<file path="config.mk">
export PLATFORM = sky130hd
export DESIGN_NAME = pg_sleep_ctrl
export DESIGN_NICKNAME = d
export VERILOG_FILES = /design/src/rtl/pg_sleep_pkg.sv /design/src/rtl/pg_sat_counter.sv /design/src/rtl/pg_sleep_dp.sv /design/src/rtl/pg_sleep_fsm.sv /design/src/rtl/pg_sleep_ctrl.sv
export SDC_FILE = /design/constraint.sdc
export NUM_CORES = 1
export LEC_CHECK = 0
export BUFFER_PORTS_ARGS = -buffer_cell sky130_fd_sc_hd__clkbuf_2
export CAP_MARGIN = 20
export CORE_AREA = 2 2 103 105
export CTS_CLUSTER_SIZE = 24
export DETAILED_ROUTE_END_ITERATION = 7
export DIE_AREA = 0 0 105 107
export PLACE_DENSITY_LB_ADDON = 0.12
export SLEW_MARGIN = 40
export SYNTH_ARGS = -nofsm -noshare
export SYNTH_HDL_FRONTEND = slang
export SYNTH_SLANG_ARGS = --single-unit
</file>
<file path="constraint.sdc">
create_clock -name clk -period 2.9 [get_ports clk]
set_input_delay 0.435 -clock clk [delete_from_list [all_inputs] [get_ports clk]]
set_output_delay 0.435 -clock clk [all_outputs]
set_load 0.005 [all_outputs]
</file>
<file path="src/rtl/pg_sleep_pkg.sv">
`timescale 1ns/1ps
package pg_sleep_pkg;

  // Controller states; ON is the powered state entered from reset
  typedef enum logic [1:0] {
    PG_ON     = 2'd0,
    PG_DRAIN  = 2'd1,
    PG_ASLEEP = 2'd2,
    PG_WAKE   = 2'd3
  } pgState_e;

  // Counters held in the datapath
  localparam int PG_NCNT  = 3;
  localparam int CI_IDLE  = 0;
  localparam int CI_RES   = 1;
  localparam int CI_GAP   = 2;

  // Strobes from control to datapath
  typedef struct packed {
    logic [PG_NCNT-1:0] cntClr;
    logic [PG_NCNT-1:0] cntInc;
    logic               segZero;
    logic               segFirst;
    logic               segStep;
    logic               pendSet;
    logic               pendClr;
  } pgStrobe_t;

  // Status flags from datapath to control
  typedef struct packed {
    logic [PG_NCNT-1:0] cntDone;
    logic               segFull;
    logic               pendQ;
  } pgStatus_t;

endpackage

</file>
<file path="src/rtl/pg_sat_counter.sv">
`timescale 1ns/1ps
module pg_sat_counter #(
  parameter int W = 8
) (
  input  logic         clk,
  input  logic         rstN,
  input  logic         clr,
  input  logic         inc,
  input  logic [W-1:0] limit,
  output logic [W-1:0] count,
  output logic         reached
);

  localparam logic [W-1:0] MAXV = '1;

  logic [W:0] nextVal;

  // reached means this cycle completes the count; a limit of 0 acts like 1
  assign nextVal = {1'b0, count} + 1'b1;
  assign reached = (nextVal >= {1'b0, limit});

  always_ff @(posedge clk or negedge rstN) begin
    if (!rstN) begin
      count <= '0;
    end else if (clr) begin
      count <= '0;
    end else if (inc && (count != MAXV)) begin
      count <= nextVal[W-1:0];
    end
  end

endmodule

</file>
<file path="src/rtl/pg_sleep_dp.sv">
`timescale 1ns/1ps
module pg_sleep_dp
  import pg_sleep_pkg::*;
#(
  parameter int NUM_SEGS = 4,
  parameter int CNT_W    = 8
) (
  input  logic                clk,
  input  logic                rstN,
  input  pgStrobe_t           strobe,
  input  logic [CNT_W-1:0]    cfgIdleLimit,
  input  logic [CNT_W-1:0]    cfgMinSleep,
  input  logic [CNT_W-1:0]    cfgStepGap,
  output pgStatus_t           status,
  output logic [NUM_SEGS-1:0] segEnable
);

  localparam int SEG_CW = $clog2(NUM_SEGS + 1);
  localparam logic [SEG_CW-1:0] SEG_ALL = SEG_CW'(NUM_SEGS);

  logic [CNT_W-1:0]   cntLimit [PG_NCNT];
  logic [CNT_W-1:0]   cntValue [PG_NCNT];
  logic [PG_NCNT-1:0] cntDone;
  logic [SEG_CW-1:0]  segCnt;
  logic               pendQ;

  assign cntLimit[CI_IDLE] = cfgIdleLimit;
  assign cntLimit[CI_RES]  = cfgMinSleep;
  assign cntLimit[CI_GAP]  = cfgStepGap;

  // Idle run, residency and step-gap counters share one structure
  for (genvar c = 0; c < PG_NCNT; c++) begin : gCnt
    pg_sat_counter #(.W(CNT_W)) cnt_i (
      .clk     (clk),
      .rstN    (rstN),
      .clr     (strobe.cntClr[c]),
      .inc     (strobe.cntInc[c]),
      .limit   (cntLimit[c]),
      .count   (cntValue[c]),
      .reached (cntDone[c])
    );
  end

  // Number of powered segments; reset leaves the unit fully on
  always_ff @(posedge clk or negedge rstN) begin
    if (!rstN) begin
      segCnt <= SEG_ALL;
    end else if (strobe.segZero) begin
      segCnt <= '0;
    end else if (strobe.segFirst) begin
      segCnt <= SEG_CW'(1);
    end else if (strobe.segStep && (segCnt != SEG_ALL)) begin
      segCnt <= segCnt + 1'b1;
    end
  end

  // Wake request remembered during drain and residency
  always_ff @(posedge clk or negedge rstN) begin
    if (!rstN) begin
      pendQ <= 1'b0;
    end else if (strobe.pendClr) begin
      pendQ <= 1'b0;
    end else if (strobe.pendSet) begin
      pendQ <= 1'b1;
    end
  end

  // Thermometer decode of the segment count
  for (genvar s = 0; s < NUM_SEGS; s++) begin : gSeg
    assign segEnable[s] = (segCnt > SEG_CW'(s));
  end

  assign status.cntDone = cntDone;
  assign status.segFull = (segCnt == SEG_ALL);
  assign status.pendQ   = pendQ;

endmodule

</file>
<file path="src/rtl/pg_sleep_fsm.sv">
`timescale 1ns/1ps
module pg_sleep_fsm
  import pg_sleep_pkg::*;
(
  input  logic      clk,
  input  logic      rstN,
  input  logic      unitIdle,
  input  logic      wakeHint,
  input  logic      execReq,
  input  pgStatus_t status,
  output pgStrobe_t strobe,
  output logic      unitReady
);

  pgState_e state, stateNext;
  logic     wakeNow;
  logic     idleNow;

  assign wakeNow = wakeHint | execReq;
  assign idleNow = unitIdle & ~wakeNow;

  always_ff @(posedge clk or negedge rstN) begin
    if (!rstN) begin
      state <= PG_ON;
    end else begin
      state <= stateNext;
    end
  end

  always_comb begin
    stateNext = state;
    strobe    = '0;
    unique case (state)
      PG_ON: begin
        if (idleNow) begin
          if (status.cntDone[CI_IDLE]) begin
            stateNext                = PG_DRAIN;
            strobe.cntClr[CI_IDLE]   = 1'b1;
          end else begin
            strobe.cntInc[CI_IDLE]   = 1'b1;
          end
        end else begin
          strobe.cntClr[CI_IDLE]     = 1'b1;
        end
      end
      PG_DRAIN: begin
        // Entry is committed; a request here is only remembered
        stateNext               = PG_ASLEEP;
        strobe.cntClr[CI_IDLE]  = 1'b1;
        strobe.cntClr[CI_RES]   = 1'b1;
        strobe.segZero          = 1'b1;
        strobe.pendSet          = wakeNow;
      end
      PG_ASLEEP: begin
        strobe.cntClr[CI_IDLE] = 1'b1;
        if (status.cntDone[CI_RES] && (status.pendQ || wakeNow)) begin
          stateNext             = PG_WAKE;
          strobe.segFirst       = 1'b1;
          strobe.cntClr[CI_GAP] = 1'b1;
          strobe.pendClr        = 1'b1;
        end else begin
          strobe.cntInc[CI_RES] = 1'b1;
          strobe.pendSet        = wakeNow;
        end
      end
      PG_WAKE: begin
        strobe.cntClr[CI_IDLE] = 1'b1;
        if (status.segFull) begin
          stateNext             = PG_ON;
        end else if (status.cntDone[CI_GAP]) begin
          strobe.segStep        = 1'b1;
          strobe.cntClr[CI_GAP] = 1'b1;
        end else begin
          strobe.cntInc[CI_GAP] = 1'b1;
        end
      end
      default: stateNext = PG_ON;
    endcase
  end

  assign unitReady = (state == PG_ON);

endmodule

</file>
<file path="src/rtl/pg_sleep_ctrl.sv">
`timescale 1ns/1ps
module pg_sleep_ctrl
  import pg_sleep_pkg::*;
#(
  parameter int NUM_SEGS = 4,
  parameter int CNT_W    = 8
) (
  input  logic                clk,
  input  logic                rstN,
  input  logic                unitIdle,
  input  logic                wakeHint,
  input  logic                execReq,
  input  logic [CNT_W-1:0]    cfgIdleLimit,
  input  logic [CNT_W-1:0]    cfgMinSleep,
  input  logic [CNT_W-1:0]    cfgStepGap,
  output logic [NUM_SEGS-1:0] segEnable,
  output logic                unitReady
);

  pgStrobe_t strobe;
  pgStatus_t status;

  pg_sleep_fsm fsm_i (
    .clk       (clk),
    .rstN      (rstN),
    .unitIdle  (unitIdle),
    .wakeHint  (wakeHint),
    .execReq   (execReq),
    .status    (status),
    .strobe    (strobe),
    .unitReady (unitReady)
  );

  pg_sleep_dp #(
    .NUM_SEGS (NUM_SEGS),
    .CNT_W    (CNT_W)
  ) dp_i (
    .clk          (clk),
    .rstN         (rstN),
    .strobe       (strobe),
    .cfgIdleLimit (cfgIdleLimit),
    .cfgMinSleep  (cfgMinSleep),
    .cfgStepGap   (cfgStepGap),
    .status       (status),
    .segEnable    (segEnable)
  );

endmodule

</file>
==> results.json, run 1 <==
{
  "firstDrtPassIters": 4,
  "status": "complete, no violations",
  "syn2layout_area_growth_pct": 25.7,
  "via_count": 1997,
  "synth_edf_count": 0,
  "ir_drop_mv": 0.240,
  "critPathLaunchType": "flip-flop",
  "p_sw_mw": 0.674,
  "viasPerCell": 4.27,
  "finalSetupTns_ns": 0,
  "drive_gt1_share_pct": 27.4,
  "drt_iter0_drc": 66,
  "wl_met2_um": 2560,
  "fmax_ghz": 0.357,
  "hold_path_class": "input pin to asynchronous set/reset pin",
  "cts_tree": "built",
  "period_needed_ns": 2.80,
  "hpwlAfterDp_um": 4080,
  "drt-total-wl_um": 5290,
  "maxCapViolations": 0,
  "intPower_mw": 1.05,
  "worstSetupEndpointType": "flip-flop",
  "synth.most_common_cell": "ha_1",
  "pwr-share-comb_pct": 47.9,
  "cts_buffer_depth": 2,
  "rr_endpoint": "fsm_i.state[1]",
  "final_util_pct": 30.8,
  "syn_inst": 277,
  "setup_viol": 0,
  "cts_sinks": 30,
  "synth.ff_latch_count": 30,
  "syn_area_per_cell_sq_um": 8.94,
  "wl_met3_um": 151,
  "grtUsageTotal_pct": 9.77,
  "max_slew_margin_pct": 68.3,
  "async_flop_share_pct": 100,
  "place.gp.congestion": 0.748,
  "setup_slack_ns": 0.102,
  "switching_share_pct": 39.1,
  "grt_pass1_wl_um": 8920,
  "rsz0062_at_grt": "true",
  "rows": 37,
  "tightest_slew_ns": 0.473,
  "wl_per_cell_um": 11.3,
  "hold_viol_final": 0,
  "totalPowerFinal_mw": 1.72,
  "cpPeakStageDelay_ns": 0.43,
  "clkPwrFrac_pct": 18.8,
  "die-area_sq_um": 11200,
  "grt_max_degree": 31,
  "cts_max_level": 2,
  "grt_pass1_vias": 2043,
  "cp.arrival_ns": 2.95,
  "pwr_density_cell_nw_per_um2": 554,
  "io_pins": 34,
  "skew_ns": 0.0116,
  "slowest_stage": "dfrtp_1",
  "cts_made_buffers": 5,
  "yosys_warnings": 0,
  "antenna_left": 0,
  "period_share_pct": 96.5,
  "synth_top_area_share_pct": 29.3,
  "crit_chain": "ha_4 > nand3_2 > or2_4 > xnor2_2 > ha_1 > a21o_1 > a221oi_4 > o21ai_4 > o2bb2a_4 > o21ai_2 > mux2_4",
  "syn-cell-area_sq_um": 2480,
  "synth.distinct_cells": 44,
  "worstPathRequired_ns": 3.06,
  "cts_root_buf": "clkbuf_8",
  "timing.rr.start": "dp_i.gCnt[1].cnt_i.count[1]",
  "start_util_pct": 24.5,
  "synth_fp_nets": 341,
  "seq_power_share_pct": 33.4,
  "synth_flop_cell": "dfrtp_1",
  "synth_commonest_cells": "35 x ha_1, 34 x inv_1, 29 x dfrtp_1, 25 x nor2_1, 21 x a21oi_1",
  "hold_buffers": 0,
  "worstSkewPairLatency_ns": 0.28,
  "pre_cts_slack_ns": 0.0214,
  "ys_seq_area_share_pct": 30.4,
  "die_h_um": 107,
  "r2r_slack_ns": 0.10,
  "nets": 395,
  "antenna_found_initial": 0,
  "drv_slew": 0,
  "synth_area_leaders": "dfrtp_1 29%, ha_1 18%, xnor2_1 6.7%, inv_1 5.2%, a21oi_1 4.2%",
  "cellLeakagePower_nw": 1.64,
  "yosysTopAreaCell": "dfrtp_1",
  "overflow": 0,
  "critPathKind": "flip-flop to flip-flop",
  "coreArea_sq_um": 10100,
  "wl_met1_um": 2530,
  "place.port_buffers": 33,
  "n_antenna_cell": 0,
  "path_clk_slew_ns": 0.07,
  "dr.max_layer_used": "met4",
  "crit_fanout": 5,
  "worst-r2r-cell-count": 11,
  "route.detailed.drc": 0,
  "die-width_um": 105,
  "fin_hold_ws_ns": 0.113
}
[layout by cell type (no fill, tap or decap), types with 2 or more instances in the layout]
| cell | instances |
|---|---|
| a211oi_1 | 5 |
| a21o_1 | 6 |
| a21oi_1 | 21 |
| a22oi_1 | 2 |
| a31oi_1 | 2 |
| and2_1 | 2 |
| and3_1 | 4 |
| and3_4 | 3 |
| and4_1 | 2 |
| buf_4 | 15 |
| clkbuf_2 | 32 |
| clkbuf_8 | 5 |
| clkinv_2 | 2 |
| dfrtp_1 | 27 |
| dfrtp_2 | 2 |
| ha_1 | 34 |
| inv_1 | 34 |
| mux2_4 | 2 |
| mux2i_1 | 3 |
| nand2_1 | 18 |
| nand2b_1 | 2 |
| nand3_1 | 8 |
| nand3_2 | 2 |
| nand3b_1 | 3 |
| nor2_1 | 24 |
| nor2b_1 | 3 |
| nor3_1 | 3 |
| nor3_2 | 2 |
| o21ai_0 | 7 |
| o21ai_2 | 4 |
| o21ai_4 | 2 |
| or2_4 | 2 |
| or3_1 | 2 |
| xnor2_1 | 17 |
| xnor2_2 | 2 |
| xor2_1 | 7 |
[how the worst max path moves through the flow]
stage,cells after the start,slack [ns],start,endpoint
floorplan,11,0.15,dp_i.gCnt[2].cnt_i.count[0],dp_i.segCnt[2]
global placement,11,0.08,dp_i.gCnt[1].cnt_i.count[3],dp_i.segCnt[0]
detailed placement,12,0.02,dp_i.gCnt[1].cnt_i.count[0],dp_i.segCnt[0]
CTS,12,0.02,dp_i.gCnt[1].cnt_i.count[0],dp_i.segCnt[0]
global route,11,-0.04,dp_i.gCnt[2].cnt_i.count[0],dp_i.gCnt[2].cnt_i.count[3]
finish,11,0.10,dp_i.gCnt[1].cnt_i.count[1],fsm_i.state[1]
[worst max-delay path: cells and delay by family, from the launching register on]
family	cells	cell delay [ns]
compound gates	5	0.99
fa+ha+maj	2	0.47
flops	1	0.43
simple gates	2	0.35
mux	1	0.31
xor+xnor	1	0.13
[per-layer routing]
layer	track usage [%]	up-vias
met5	0	-
met4	2.29	0
met3	2.31	4
met2	17.2	24
met1	12.1	913
li1	-	1056
[final cells by class]
| cell class | count | area [sq um] |
|---|---|---|
| multi-input cells | 210 | 1680 |
| fillers | 1129 | 6980 |
| clock buffers | 6 | 72.6 |
| flip-flops and latches | 30 | 754 |
| repair buffers | 50 | 297 |
| inverters | 34 | 128 |
| well taps | 136 | 170 |
| clock inverters | 2 | 10.0 |
[state kept, by name, indices dropped and copies added, names as in the netlist]
| name | cells |
|---|---|
| dp_i.gCnt.cnt_i.count | 24 |
| dp_i.pendQ | 1 |
| dp_i.segCnt | 3 |
| fsm_i.state | 2 |
[cells by family after synthesis]
| logic type | share of synthesized area (%) |
|---|---|
| mux | 2.43 |
| fa+ha+maj | 17.7 |
| xor+xnor | 9.55 |
| buf+inv | 5.81 |
| simple gates | 17.9 |
| compound gates | 16.2 |
| flops | 30.4 |
[through the flow]
stage / instance area, sq um / instances
4_1_cts: 2970 / 462
3_3_place_gp: 2890 / 454
5_1_grt: 3110 / 468
3_5_place_dp: 2890 / 454
6_report: 3110 / 468
2_1_floorplan: 2480 / 277
[repair_timing]
item | 4_1_cts | 5_1_grt
endpoints found under the setup margin | 0 | 19
gates resized for setup | 0 | 20
setup buffers | 0 | 4
[power groups by stage]
stage / registers (mW) / clock network (mW) / logic, mW
5_1_grt: 0.584 / 0.372 / 0.956
3_5_place_dp: 0.575 / 0 / 0.780
6_report: 0.575 / 0.324 / 0.825
3_3_place_gp: 0.576 / 0 / 0.793
4_1_cts: 0.567 / 0.341 / 0.785
2_1_floorplan: 0.568 / 0 / 0.559
(Power assumes the default switching activity.)
==> run 2, diff against run 1 <==
==> constraint.sdc (replaced) <==
create_clock -name clk -period 2.72 [get_ports clk]
set_input_delay 0.408 -clock clk [delete_from_list [all_inputs] [get_ports clk]]
set_output_delay 0.408 -clock clk [all_outputs]
set_load 0.005 [all_outputs]
==> run 2 against run 1 <==
  * Power grew 19%
  * Critical endpoint unchanged
  * Worst setup slack lost 0.13 ns
  * Largest power group unchanged
  * Highest routed layer unchanged
  * Cell count grew 4.9%
  * The flow now finishes with violations (negative setup slack)
  * Sequential power grew 4.7%
  * Via count grew 4.1%
  * Die area is the same
  * Clock power grew 17%
  * Hold slack lost 0.027 ns
==> results.json, run 2 (synthesized netlist as in run 1, its figures left out) <==
{
  "status": "finished, violations left",
  "violations": "negative setup slack",
  "drt_iter0_drc": 46,
  "setup_viol": 2,
  "hold_path_class": "input pin to asynchronous set/reset pin",
  "period_share_pct": 101,
  "pwr-share-comb_pct": 52.3,
  "maxCapViolations": 0,
  "seqCellArea_sq_um": 752,
  "drive_gt1_share_pct": 36.6,
  "coreArea_sq_um": 10100,
  "regMostFlops": "dp_i.gCnt.cnt_i.count",
  "ir_drop_mv": 0.371,
  "rsz0062_at_grt": "true",
  "num-fill-cells": 1098,
  "critPathKind": "flip-flop to flip-flop",
  "grt_util_met2_pct": 18.6,
  "placed_cells_incl_taps": 471,
  "rows": 37,
  "die_h_um": 107,
  "grt_pass1_wl_um": 9790,
  "worstSkewPairLatency_ns": 0.28,
  "antenna_left": 0,
  "crit_fanout": 8,
  "cts_buffer_depth": 2,
  "fmax_ghz": 0.365,
  "place.port_buffers": 33,
  "viasPerCell": 4.23,
  "drt-total-wl_um": 5550,
  "die-width_um": 105,
  "cts_sinks": 30,
  "pwr_density_cell_nw_per_um2": 603,
  "setup_slack_ns": -0.0235,
  "finalSetupTns_ns": -0.0293,
  "overflow": 0,
  "grt_pass1_vias": 2128,
  "cts_tree": "built",
  "cts_made_buffers": 5,
  "met1_usage_pct": 13.6,
  "cts_max_level": 2,
  "intPower_mw": 1.27,
  "final_cell_mix": "34 x inv_1, 34 x buf_4, 33 x ha_1",
  "skew_ns": 0.00509,
  "clkPwrFrac_pct": 18.4,
  "syn2layout_area_growth_pct": 37.5,
  "final_cells": 491,
  "path_clk_slew_ns": 0.07,
  "largest_reg_flops": 24,
  "p_sw_mw": 0.783,
  "cts_root_buf": "clkbuf_8",
  "critPathLaunchType": "flip-flop",
  "io_pins": 34,
  "die-area_sq_um": 11200,
  "grt_max_degree": 31,
  "worstPathRequired_ns": 2.89,
  "max_slew_margin_pct": 65.7,
  "cp.arrival_ns": 2.91,
  "multi_input_area_sq_um": 1760,
  "period_needed_ns": 2.74,
  "hpwlAfterDp_um": 4260,
  "place.gp.congestion": 0.710,
  "wl_per_cell_um": 11.3,
  "start_util_pct": 24.5,
  "n_antenna_cell": 0,
  "seq_power_share_pct": 29.3,
  "drv_slew": 0,
  "cellLeakagePower_nw": 1.78,
  "nets": 418,
  "worstSetupEndpointType": "flip-flop",
  "antenna_found_initial": 0,
  "firstDrtPassIters": 4,
  "top_regs": "dp_i.gCnt.cnt_i.count x24, dp_i.segCnt x3, fsm_i.state x2",
  "route.detailed.drc": 0,
  "switching_share_pct": 38.2,
  "busiest_layer": "met2",
  "hold_viol_final": 0,
  "via_count": 2079,
  "grtUsageTotal_pct": 10.7,
  "tightest_slew_ns": 0.514,
  "globalRouteMet3Util_pct": 1.95
}
[run 2: cell types whose count changed in the layout (fill, tap and decap cells not counted), sizes merged]
cell / change
o21ai: -1
buf: +24
clkbuf: +1
clkinv: -1
[run 2: metrics by stage]
step	power [mW]	utilization (%)	setup slack (ns)	instance area [sq um]	hold WS (ns)
final	2.05	33.7	-0.0235	3400	0.0852
after global routing	2.26	33.7	-0.166	3400	0.110
after CTS	1.96	32.1	-0.0340	3240	0.105
after detailed placement	1.53	29.9	-0.0656	3020	0.412
after global placement	1.53	29.9	-0.106	3020	0.510
after floorplan	1.21	-	0.0176	2480	0.112
[run 2: worst max-delay path: stages (launching register included)]
cell,delay [ns]
dfrtp_1,0.38
ha_2,0.20
nand3_2,0.08
or2_4,0.27
xnor2_2,0.13
ha_1,0.29
a21o_1,0.17
a221oi_2,0.33
o21ai_4,0.17
o2bb2a_4,0.24
o21ai_4,0.06
mux2_4,0.31
[run 2: layout make-up]
| type | instances | area share [%] |
|---|---|---|
| repair buffers | 74 | 14.7 |
| flip-flops and latches | 30 | 22.1 |
| multi-input cells | 209 | 51.7 |
| clock buffers | 7 | 2.54 |
| well taps | 136 | 5.00 |
| clock inverters | 1 | 0.147 |
| inverters | 34 | 3.75 |
[run 2: path summary, 6_finish.rpt]
check                                            start                          end  slack, ns  cells after the start
setup reg to reg           dp_i.gCnt[1].cnt_i.count[1]               fsm_i.state[1]      -0.02                     11
setup / recovery           dp_i.gCnt[1].cnt_i.count[1]               fsm_i.state[1]      -0.02                     11
max in group asynchronous                         rstN               dp_i.segCnt[2]       2.29                      1
min in group clk                            dp_i.pendQ                   dp_i.pendQ       0.53                      1
hold reg to reg                             dp_i.pendQ                   dp_i.pendQ       0.53                      1
hold / removal                                    rstN  dp_i.gCnt[0].cnt_i.count[1]       0.09                      1
[run 2: routing by layer]
layer | wire (um) | vias to the layer above
li1 | - | 1101
met1 | 2690 | 949
met2 | 2660 | 24
met3 | 157 | 5
met4 | 55 | 0
met5 | 0 | -
[run 2: power groups by stage]
stage | logic [mW] | registers (mW) | clock network [mW]
5_1_grt | 1.23 | 0.616 | 0.416
2_1_floorplan | 0.598 | 0.607 | 0
6_report | 1.07 | 0.602 | 0.378
3_5_place_dp | 0.925 | 0.610 | 0
4_1_cts | 0.970 | 0.600 | 0.393
3_3_place_gp | 0.920 | 0.609 | 0
[run 2: what timing repair did]
item / 4_1_cts / 5_1_grt
hold buffers: 0 / 0
setup endpoints to repair: 15 / 22
gates resized for setup: 18 / 31
buffers inserted: 6 / 8
cloned: 1 / 0
pin swaps: 12 / 17
